## src/rtl/tw_ctl_pkg.sv

```systemverilog
package tw_ctl_pkg;

    localparam int RADDR_W = 7;
    localparam int RDATA_W = 9;
    localparam int WORD_W  = RADDR_W + RDATA_W;
    localparam int BYTE_W  = 8;
    localparam int DEV_W   = 7;

    localparam logic [DEV_W-1:0] DEV_BASE = 7'b0011010;

    typedef enum logic [2:0] {
        ST_IDLE,
        ST_DEV,
        ST_DEV_ACK,
        ST_HI,
        ST_HI_ACK,
        ST_LO,
        ST_LO_ACK
    } rx_state_t;

    typedef struct packed {
        logic scl;
        logic sda;
        logic scl_rise;
        logic scl_fall;
        logic start;
        logic stop;
    } bus_ev_t;

    typedef struct packed {
        logic [RADDR_W-1:0] addr;
        logic [RDATA_W-1:0] data;
    } ctl_word_t;

    // Device address: strap replaces the least significant address bit.
    function automatic logic [DEV_W-1:0] dev_addr(input logic sel);
        return {DEV_BASE[DEV_W-1:1], sel};
    endfunction

endpackage

```

## src/rtl/tw_line_sync.sv

```systemverilog
module tw_line_sync
    import tw_ctl_pkg::*;
#(
    parameter int STAGES = 2
) (
    input  logic    clk,
    input  logic    rst,
    input  logic    scl_i,
    input  logic    sda_i,
    output bus_ev_t ev
);

    logic [STAGES-1:0] scl_ff;
    logic [STAGES-1:0] sda_ff;
    logic              scl_prev;
    logic              sda_prev;

    // Synchroniser chains, reset to the idle (released) bus level.
    generate
        for (genvar g = 0; g < STAGES; g++) begin : g_stage
            always_ff @(posedge clk) begin
                if (rst) begin
                    scl_ff[g] <= 1'b1;
                    sda_ff[g] <= 1'b1;
                end else if (g == 0) begin
                    scl_ff[g] <= scl_i;
                    sda_ff[g] <= sda_i;
                end else begin
                    scl_ff[g] <= scl_ff[(g == 0) ? 0 : g-1];
                    sda_ff[g] <= sda_ff[(g == 0) ? 0 : g-1];
                end
            end
        end
    endgenerate

    always_ff @(posedge clk) begin
        if (rst) begin
            scl_prev <= 1'b1;
            sda_prev <= 1'b1;
        end else begin
            scl_prev <= scl_ff[STAGES-1];
            sda_prev <= sda_ff[STAGES-1];
        end
    end

    always_comb begin
        ev.scl      = scl_ff[STAGES-1];
        ev.sda      = sda_ff[STAGES-1];
        ev.scl_rise =  scl_ff[STAGES-1] & ~scl_prev;
        ev.scl_fall = ~scl_ff[STAGES-1] &  scl_prev;
        ev.start    =  scl_ff[STAGES-1] & scl_prev & ~sda_ff[STAGES-1] &  sda_prev;
        ev.stop     =  scl_ff[STAGES-1] & scl_prev &  sda_ff[STAGES-1] & ~sda_prev;
    end

endmodule

```

## src/rtl/tw_frame_rx.sv

```systemverilog
module tw_frame_rx
    import tw_ctl_pkg::*;
(
    input  logic      clk,
    input  logic      rst,
    input  bus_ev_t   ev,
    input  logic      addr_sel,
    output logic      sda_oe,
    output logic      wr_stb,
    output ctl_word_t word
);

    localparam int CNT_W = $clog2(BYTE_W + 1);

    rx_state_t          state;
    logic [CNT_W-1:0]   bit_cnt;
    logic [BYTE_W-1:0]  shreg;
    logic [BYTE_W-1:0]  hi_q;
    logic               in_xfer;
    logic               byte_done;
    logic               dev_hit;

    assign in_xfer   = (state != ST_IDLE);
    assign byte_done = (bit_cnt == CNT_W'(BYTE_W));
    assign dev_hit   = (shreg == {dev_addr(addr_sel), 1'b0});

    always_ff @(posedge clk) begin
        if (rst) begin
            state   <= ST_IDLE;
            bit_cnt <= '0;
            shreg   <= '0;
            hi_q    <= '0;
            sda_oe  <= 1'b0;
            wr_stb  <= 1'b0;
            word    <= '0;
        end else begin
            wr_stb <= 1'b0;
            if (ev.start && !in_xfer) begin
                state   <= ST_DEV;
                bit_cnt <= '0;
                sda_oe  <= 1'b0;
            end else if ((ev.start || ev.stop) && in_xfer) begin
                state   <= ST_IDLE;
                bit_cnt <= '0;
                sda_oe  <= 1'b0;
            end else begin
                case (state)
                    ST_DEV, ST_HI, ST_LO: begin
                        if (ev.scl_rise && !byte_done) begin
                            shreg   <= {shreg[BYTE_W-2:0], ev.sda};
                            bit_cnt <= bit_cnt + 1'b1;
                        end else if (ev.scl_fall && byte_done) begin
                            bit_cnt <= '0;
                            if (state == ST_DEV) begin
                                if (dev_hit) begin
                                    state  <= ST_DEV_ACK;
                                    sda_oe <= 1'b1;
                                end else begin
                                    state  <= ST_IDLE;
                                end
                            end else if (state == ST_HI) begin
                                hi_q   <= shreg;
                                state  <= ST_HI_ACK;
                                sda_oe <= 1'b1;
                            end else begin
                                word   <= ctl_word_t'({hi_q, shreg});
                                state  <= ST_LO_ACK;
                                sda_oe <= 1'b1;
                            end
                        end
                    end
                    ST_DEV_ACK, ST_HI_ACK, ST_LO_ACK: begin
                        if (ev.scl_fall) begin
                            sda_oe <= 1'b0;
                            if (state == ST_DEV_ACK) begin
                                state <= ST_HI;
                            end else if (state == ST_HI_ACK) begin
                                state <= ST_LO;
                            end else begin
                                state  <= ST_IDLE;
                                wr_stb <= 1'b1;
                            end
                        end
                    end
                    default: state <= ST_IDLE;
                endcase
            end
        end
    end

    // the strobe is a single-cycle pulse
    assert_stb_single_R7: assert property (@(posedge clk) disable iff (rst)
        wr_stb |=> !wr_stb);

    // a strobe only follows the third-byte acknowledge
    assert_stb_after_ack_R7: assert property (@(posedge clk) disable iff (rst)
        wr_stb |-> ($past(state) == ST_LO_ACK));

    // a stop during a transfer returns to idle
    assert_stop_abort_R3: assert property (@(posedge clk) disable iff (rst)
        (ev.stop && in_xfer) |=> (state == ST_IDLE && !sda_oe));

    // the acknowledge drive never moves while the clock line stays high
    assert_oe_steady_R4: assert property (@(posedge clk) disable iff (rst)
        (ev.scl && $past(ev.scl)) |-> $stable(sda_oe));

endmodule

```

## src/rtl/tw_reg_bank.sv

```systemverilog
module tw_reg_bank
    import tw_ctl_pkg::*;
#(
    parameter int NUM_REGS = 16
) (
    input  logic                        clk,
    input  logic                        rst,
    input  logic                        wr_en,
    input  ctl_word_t                   word,
    output logic [NUM_REGS*RDATA_W-1:0] reg_q
);

    generate
        for (genvar i = 0; i < NUM_REGS; i++) begin : g_reg
            always_ff @(posedge clk) begin
                if (rst) begin
                    reg_q[i*RDATA_W +: RDATA_W] <= '0;
                end else if (wr_en && word.addr == RADDR_W'(i)) begin
                    reg_q[i*RDATA_W +: RDATA_W] <= word.data;
                end
            end
        end
    endgenerate

    // without a strobe the bank contents hold
    assert_bank_hold_R8: assert property (@(posedge clk) disable iff (rst)
        !wr_en |=> $stable(reg_q));

endmodule

```

## src/rtl/tw_ctl_slave.sv

```systemverilog
module tw_ctl_slave
    import tw_ctl_pkg::*;
#(
    parameter int NUM_REGS    = 16,
    parameter int SYNC_STAGES = 2
) (
    input  logic                        clk,
    input  logic                        rst,
    input  logic                        scl_i,
    input  logic                        sda_i,
    output logic                        sda_oe,
    input  logic                        addr_sel,
    output logic                        wr_stb,
    output logic [RADDR_W-1:0]          wr_addr,
    output logic [RDATA_W-1:0]          wr_data,
    output logic [NUM_REGS*RDATA_W-1:0] reg_q
);

    bus_ev_t   ev;
    ctl_word_t word;

    tw_line_sync #(.STAGES(SYNC_STAGES)) u_sync (
        .clk   (clk),
        .rst   (rst),
        .scl_i (scl_i),
        .sda_i (sda_i),
        .ev    (ev)
    );

    tw_frame_rx u_rx (
        .clk      (clk),
        .rst      (rst),
        .ev       (ev),
        .addr_sel (addr_sel),
        .sda_oe   (sda_oe),
        .wr_stb   (wr_stb),
        .word     (word)
    );

    tw_reg_bank #(.NUM_REGS(NUM_REGS)) u_bank (
        .clk   (clk),
        .rst   (rst),
        .wr_en (wr_stb),
        .word  (word),
        .reg_q (reg_q)
    );

    assign wr_addr = word.addr;
    assign wr_data = word.data;

endmodule

```

## config.mk

```make
export PLATFORM = sky130hd
export DESIGN_NAME = tw_ctl_slave
export DESIGN_NICKNAME = d
export VERILOG_FILES = /design/src/rtl/tw_ctl_pkg.sv /design/src/rtl/tw_line_sync.sv /design/src/rtl/tw_frame_rx.sv /design/src/rtl/tw_reg_bank.sv /design/src/rtl/tw_ctl_slave.sv
export SDC_FILE = /design/constraint.sdc
export NUM_CORES = 1
export LEC_CHECK = 0
export ABC_AREA = 1
export BUFFER_PORTS_ARGS = -buffer_cell sky130_fd_sc_hd__buf_2
export CORE_MARGIN = 1.5
export CORE_UTILIZATION = 41
export CTS_CLUSTER_DIAMETER = 30
export DETAILED_ROUTE_END_ITERATION = 7
export HOLD_SLACK_MARGIN = 0.1
export MAX_ROUTING_LAYER = met4
export PLACE_DENSITY = 0.66
export REMOVE_ABC_BUFFERS = 1
export SLEW_MARGIN = 10
export SYNTH_ARGS = -nofsm -noshare
export SYNTH_HDL_FRONTEND = slang
export SYNTH_SLANG_ARGS = --single-unit
```

## constraint.sdc

```tcl
create_clock -name clk -period 1.6 [get_ports clk]
set_clock_uncertainty 0.15 [all_clocks]
set_input_delay 0.24 -clock clk [delete_from_list [all_inputs] [get_ports clk]]
set_output_delay 0.24 -clock clk [all_outputs]
set_load 0.02 [all_outputs]
```

# Word level (Yosys, flattened, before mapping)
# Index checks and enable logic that the tools add are counted.
# word_totals
register_bits	191
latch_bits	0
mem_bits_rw	0
rom_bits	0
inputBits	5
output_inout_bits	162
word_cells	138
n_memories	0
# classes
n_addsub	1
mul	0
n_div	0
n_lt_le_gt_ge	0
n_eq_ne	30
n_shift	0
muxes	20
n_bitwise	18
n_reduce_logical	38
# ops
op	n
7-bit by 4-bit equality test with 1-bit output, second input constant	8
7-bit by 3-bit equality test with 1-bit output, second input constant	4
1-bit logical AND	20
3-bit 2-to-1 mux	6
7-bit by 2-bit equality test with 1-bit output, second input constant	2
7-bit AND reduction	2
1-bit inverter	11
3-bit equality test, second input constant	3
3-bit OR reduction	3
8-bit by 6-bit equality test with 1-bit output	1
1-bit 2-to-1 mux	8
4-bit 2-to-1 mux	2
4-bit by 1-bit != test with 1-bit output, second input constant	2
1-bit bitwise AND	7
7-bit by 1-bit equality test with 1-bit output, second input constant	1
7-bit zero test	1
3-bit by 2-bit equality test with 1-bit output, second input constant	2
3-bit one-hot mux with 2 select lines	1
3-bit AND reduction	2
6-bit OR reduction	1
5-bit AND reduction	1
4-bit by 1-bit adder with 4-bit output, second input constant	1
4-bit equality test, second input constant	1
2-bit 2-to-1 mux	2
other kinds (12)	15

# Longest topological paths before layout
# depth
word_depth	8
depth_mapped	11
ltp_nobuf	10

# By module
# Synthesis repeated with hierarchy kept, for this count alone.
# unflattened
cells_unflattened	1104
hier_area_um2	8052.7
# modules_own_cells
module	instances	cells_per_inst	area_each_um2	seq_area_each_um2
tw_reg_bank	1	835	6080.8	2882.8
tw_frame_rx	1	243	1759.2	820.8
tw_line_sync	1	26	212.7	120.1

# Worst setup path before layout
# OpenSTA, ideal clock, no wires.
# synth_path
path_type	reg-to-reg
start	register u_rx.wr_stb
end	register u_bank.reg_q[143]
setup_time_ns	0.120
t_arrival_ns	1.286
path_slack_ns	0.045
stages_incl_launch_ff	7
synth_period_minus_slack_ns	1.555
path_cell_list	dfxtp_1 -> inv_1 -> nor2_2 -> nand3_2 -> buf_2 -> o21ai_0 -> a21oi_1
# synth_via
elab_chain_len	1
# synth_lines
element	line	text
start: declaration	tw_frame_rx.sv:9	output logic wr_stb,
start signal: assignment	tw_frame_rx.sv:34	wr_stb <= 1'b0;
start signal: assignment	tw_frame_rx.sv:37	wr_stb <= 1'b0;
start signal: assignment	tw_frame_rx.sv:81	wr_stb <= 1'b1;
1-bit logical AND	tw_reg_bank.sv:18	end else if (wr_en && word.addr == RADDR_W'(i)) begin
end signal: indexed assignment	tw_reg_bank.sv:19	reg_q[i*RDATA_W +: RDATA_W] <= word.data;
end: declaration	tw_reg_bank.sv:10	output logic [NUM_REGS*RDATA_W-1:0] reg_q
# Every way passes these cells.
# A chain may end at the register's enable or synchronous reset.

# Worst setup path after layout
# layout_path
start	register, netlist name u_rx.word[14]
end	register u_bank.reg_q[64]
# layout_via
elab_chain_len	2
# layout_lines
element	line
7-bit by 3-bit equality test with 1-bit output	tw_reg_bank.sv:18
1-bit logical AND	tw_reg_bank.sv:18
# Every way passes these cells.

==> results_dict.tcl <==
set metrics [dict create \
    p_switching_mw 2.26 \
    wl_mm 20.5 \
    cts_root_buffer "clkbuf_16" \
    layout.cells.most_common "nor2_1" \
    path_common_cell "buf_6" \
    ys_seq_area_share_pct 53.9 \
    final.min_clock_period_ns 1.64 \
    status "finished with violations" \
    stdcell_count 1365 \
    min_path_cells 7 \
    numCtsBuffers 17 \
    power_frac_comb_pct 5.2 \
    num_rows 47 \
    fmax_ghz 0.608 \
    antenna_cells 0 \
    r2r_end "u_bank.reg_q[64]$_SDFFE_PP0P_" \
    path_cells "nor2_4, nand2_4, buf_6, nor3_4, buf_6, nand2_8, o21ai_2, nor2_1" \
    viasPerCell 4.89 \
    clkSinkCount 191 \
    post-route-util_pct 58.0 \
    overflow 0 \
    syn_avg_cell_area_sq_um 7.81 \
    vias 6673 \
    cts_tree "done" \
    p_sw_share_pct 22.5 \
    worst_pin_slew_ns 0.333 \
    p_per_area_nw_per_um2 1030 \
    antenna_found_initial 0 \
    hold_path_class "primary input to register" \
    ff_latch_area_sq_um 3830 \
    clkTransAtPathRegs_ns 0.07 \
    netlist_area_sq_um 7090 \
    synthFlopType "dfxtp_1" \
    mostFrequentLayoutCells "229 x nor2_1, 184 x dfxtp_1, 166 x buf_2" \
    worst-r2r-setup-slack_ns -0.04 \
    drv_cap 0 \
    cell_internal_pwr_mw 7.77 \
    r2r-start "u_rx.word[14]$_SDFFE_PP0P_" \
    r2r_cells 8 \
    clk_path_buf_depth 2 \
    critical_path_class "register to register" \
    period_share_pct 103 \
    synth_cell_type_count 27 \
    leakage_nw 4.49 \
    hold_path_end "u_rx.state[1]$_SDFFE_PP0P_" \
    grtUsageTotal_pct 22.7 \
    hold_slack_ns 0.188 \
    firstDrtPassIters 5 \
    multi_input_area_sq_um 3090 \
    die_h_um 135 \
    slew_headroom_pct 77.8 \
    gp_congestion 0.799 \
    area_growth_pct 37.0 \
    grt_pass1_wl_mm 31.0 \
    grt_max_degree 84 \
    async_flop_share_pct 0 \
    grt_pass1_vias 5723 \
    n_fill_cell 1587 \
    finalWorstSetupSlack_ns -0.0439 \
    initial_core_util_pct 42.3 \
    critPathMaxStageDelay_ns 0.34 \
    nets 1139 \
    finalSetupViolations 20 \
    netlist_instances 908 \
    crit_required_ns 1.78 \
    pwr-share-seq_pct 48.3 \
    portBuffers 166 \
    dp_slack_ns -0.0684 \
    h-tree-depth 4 \
    cp_slowest_cell "dfxtp_2" \
    crit_path_end_kind "register" \
    clock_latency_ns 0.43 \
    peakVddDrop_mv 0.801 \
    die-width_um 135 \
    hold_start "addr_sel" \
    drv_slew 0 \
    drc 0 \
    dp.cells 1311 \
    violations "negative setup slack" \
    ys_seq_elements 191 \
    fp.dieArea_sq_um 18100 \
    ant_nets 0 \
    crit_fanout 7 \
    worst_ep_arrival_time_ns 1.82 \
    core_area_sq_um 16800 \
    pin_count 167 \
    rsz0062_at_grt "true" \
    fin_setup_tns_ns -0.289 \
    synth-edff-count 0 \
    dr.first_iter.drc_count 410 \
    ys_warn_count 0 \
    hold_viol 0 \
    drive_gt1_share_pct 32.8 \
    dp_hpwl_mm 13.4 \
    power_frac_clock_pct 46.5 \
    worst_setup_path_start_kind "register" \
    post_drt_wl_per_cell_um 15.1 \
]
## critical path, delay by kind of cell (launching register included)
kind                   cells  cell delay, ns
AOI/OAI and AO/OA          1            0.15
buffers and inverters      2            0.33
DFF                        1            0.34
and+or+nand+nor            5            0.55
## power groups by stage
stage | clock (mW) | sequential, mW | combinational (mW)
6_report | 4.66 | 4.84 | 0.521
5_1_grt | 4.90 | 4.85 | 0.585
4_1_cts | 4.69 | 4.84 | 0.502
3_5_place_dp | 0 | 4.95 | 0.488
3_3_place_gp | 0 | 4.95 | 0.484
2_1_floorplan | 0 | 4.95 | 0.367
## worst max-delay path by stage
| stage | from | depth (start not counted) | slack, ns | end |
|---|---|---|---|---|
| after floorplan | rst | 3 | -1.25 | u_rx.bit_cnt[0]$_SDFFE_PP0P_ |
| after global placement | u_rx.word[13]$_SDFFE_PP0P_ | 8 | -0.05 | u_bank.reg_q[65]$_SDFFE_PP0P_ |
| after detailed placement | u_rx.word[13]$_SDFFE_PP0P_ | 8 | -0.07 | u_bank.reg_q[68]$_SDFFE_PP0P_ |
| after CTS | u_rx.bit_cnt[0]$_SDFFE_PP0P_ | 8 | -0.003 | u_rx.word[10]$_SDFFE_PP0P_ |
| after global routing | u_rx.word[14]$_SDFFE_PP0P_ | 8 | -0.12 | u_bank.reg_q[64]$_SDFFE_PP0P_ |
| final | u_rx.word[14]$_SDFFE_PP0P_ | 8 | -0.04 | u_bank.reg_q[64]$_SDFFE_PP0P_ |
## sequential cells by signal, indices dropped and copies added (netlist names)
register         flops
u_rx.shreg           8
u_rx.sda_oe          1
u_rx.word           16
u_rx.bit_cnt         4
u_sync.sda_ff        1
u_rx.state           3
u_rx.wr_stb          1
u_rx.hi_q            8
u_sync.sda_prev      1
u_sync.scl_prev      1
u_sync.ev            2
u_bank.reg_q       144
u_sync.scl_ff        1
## cell usage after synthesis (6+ instances only)
library cell	count	share of area (%)
inv_1	45	2.4
o21ai_0	177	12
buf_2	9	0.64
nand2_2	6	0.53
inv_2	12	0.64
nor2_1	249	13
dfxtp_1	191	54
nand3_1	13	0.92
nand2_1	53	2.8
a21oi_1	74	5.2
clkbuf_1	28	1.5
nor3_1	12	0.85
## routing by layer
metal / up-vias / track usage (%) / part of all wire [%]
met3: 32 / 3.87 / 6.0
met4: 0 / 6.81 / 1.9
li1: 3422 / - / -
met5: - / - / 0
met1: 3011 / 30.5 / 46
met2: 208 / 35.1 / 47
## per-stage QoR
| step | instance area, sq um | power [mW] |
|---|---|---|
| 2_1_floorplan | 6870 | 5.31 |
| 3_3_place_gp | 8500 | 5.43 |
| 3_5_place_dp | 8500 | 5.44 |
| 4_1_cts | 9270 | 10.0 |
| 5_1_grt | 9710 | 10.3 |
| 6_report | 9710 | 10.0 |
## cell families (layout without fill, tap and decap cells)
logic type	Yosys count	after routing	share of synthesized area [%]
AOI/OAI and AO/OA	255	255	18.2
and+or+nand+nor	353	356	20.9
adders and majority gates	2	2	0.353
xor gates and xnor gates	2	2	0.247
buffers and inverters	105	339	6.35
DFF	191	191	53.9
## final cells by class
| cell class | count | share of cell area [%] |
|---|---|---|
| Clock buffer | 19 | 4.46 |
| Clock inverter | 13 | 2.16 |
| Inverter | 61 | 2.78 |
| Multi-Input combinational cell | 615 | 31.8 |
| Sequential cell | 191 | 39.5 |
| Tap cell | 220 | 2.83 |
| Timing Repair Buffer | 243 | 16.2 |
| Timing Repair inverter | 3 | 0.232 |
## repair_timing
item | 4_1_cts | 5_1_grt
pin swaps | 7 | 36
setup buffers | 2 | 9
hold buffers | 5 | 0
setup endpoints to repair | 70 | 190
hold endpoints to repair | 6 | 0
gates cloned | 1 | 6
gates resized for setup | 22 | 135
(Power assumes the default switching activity.)
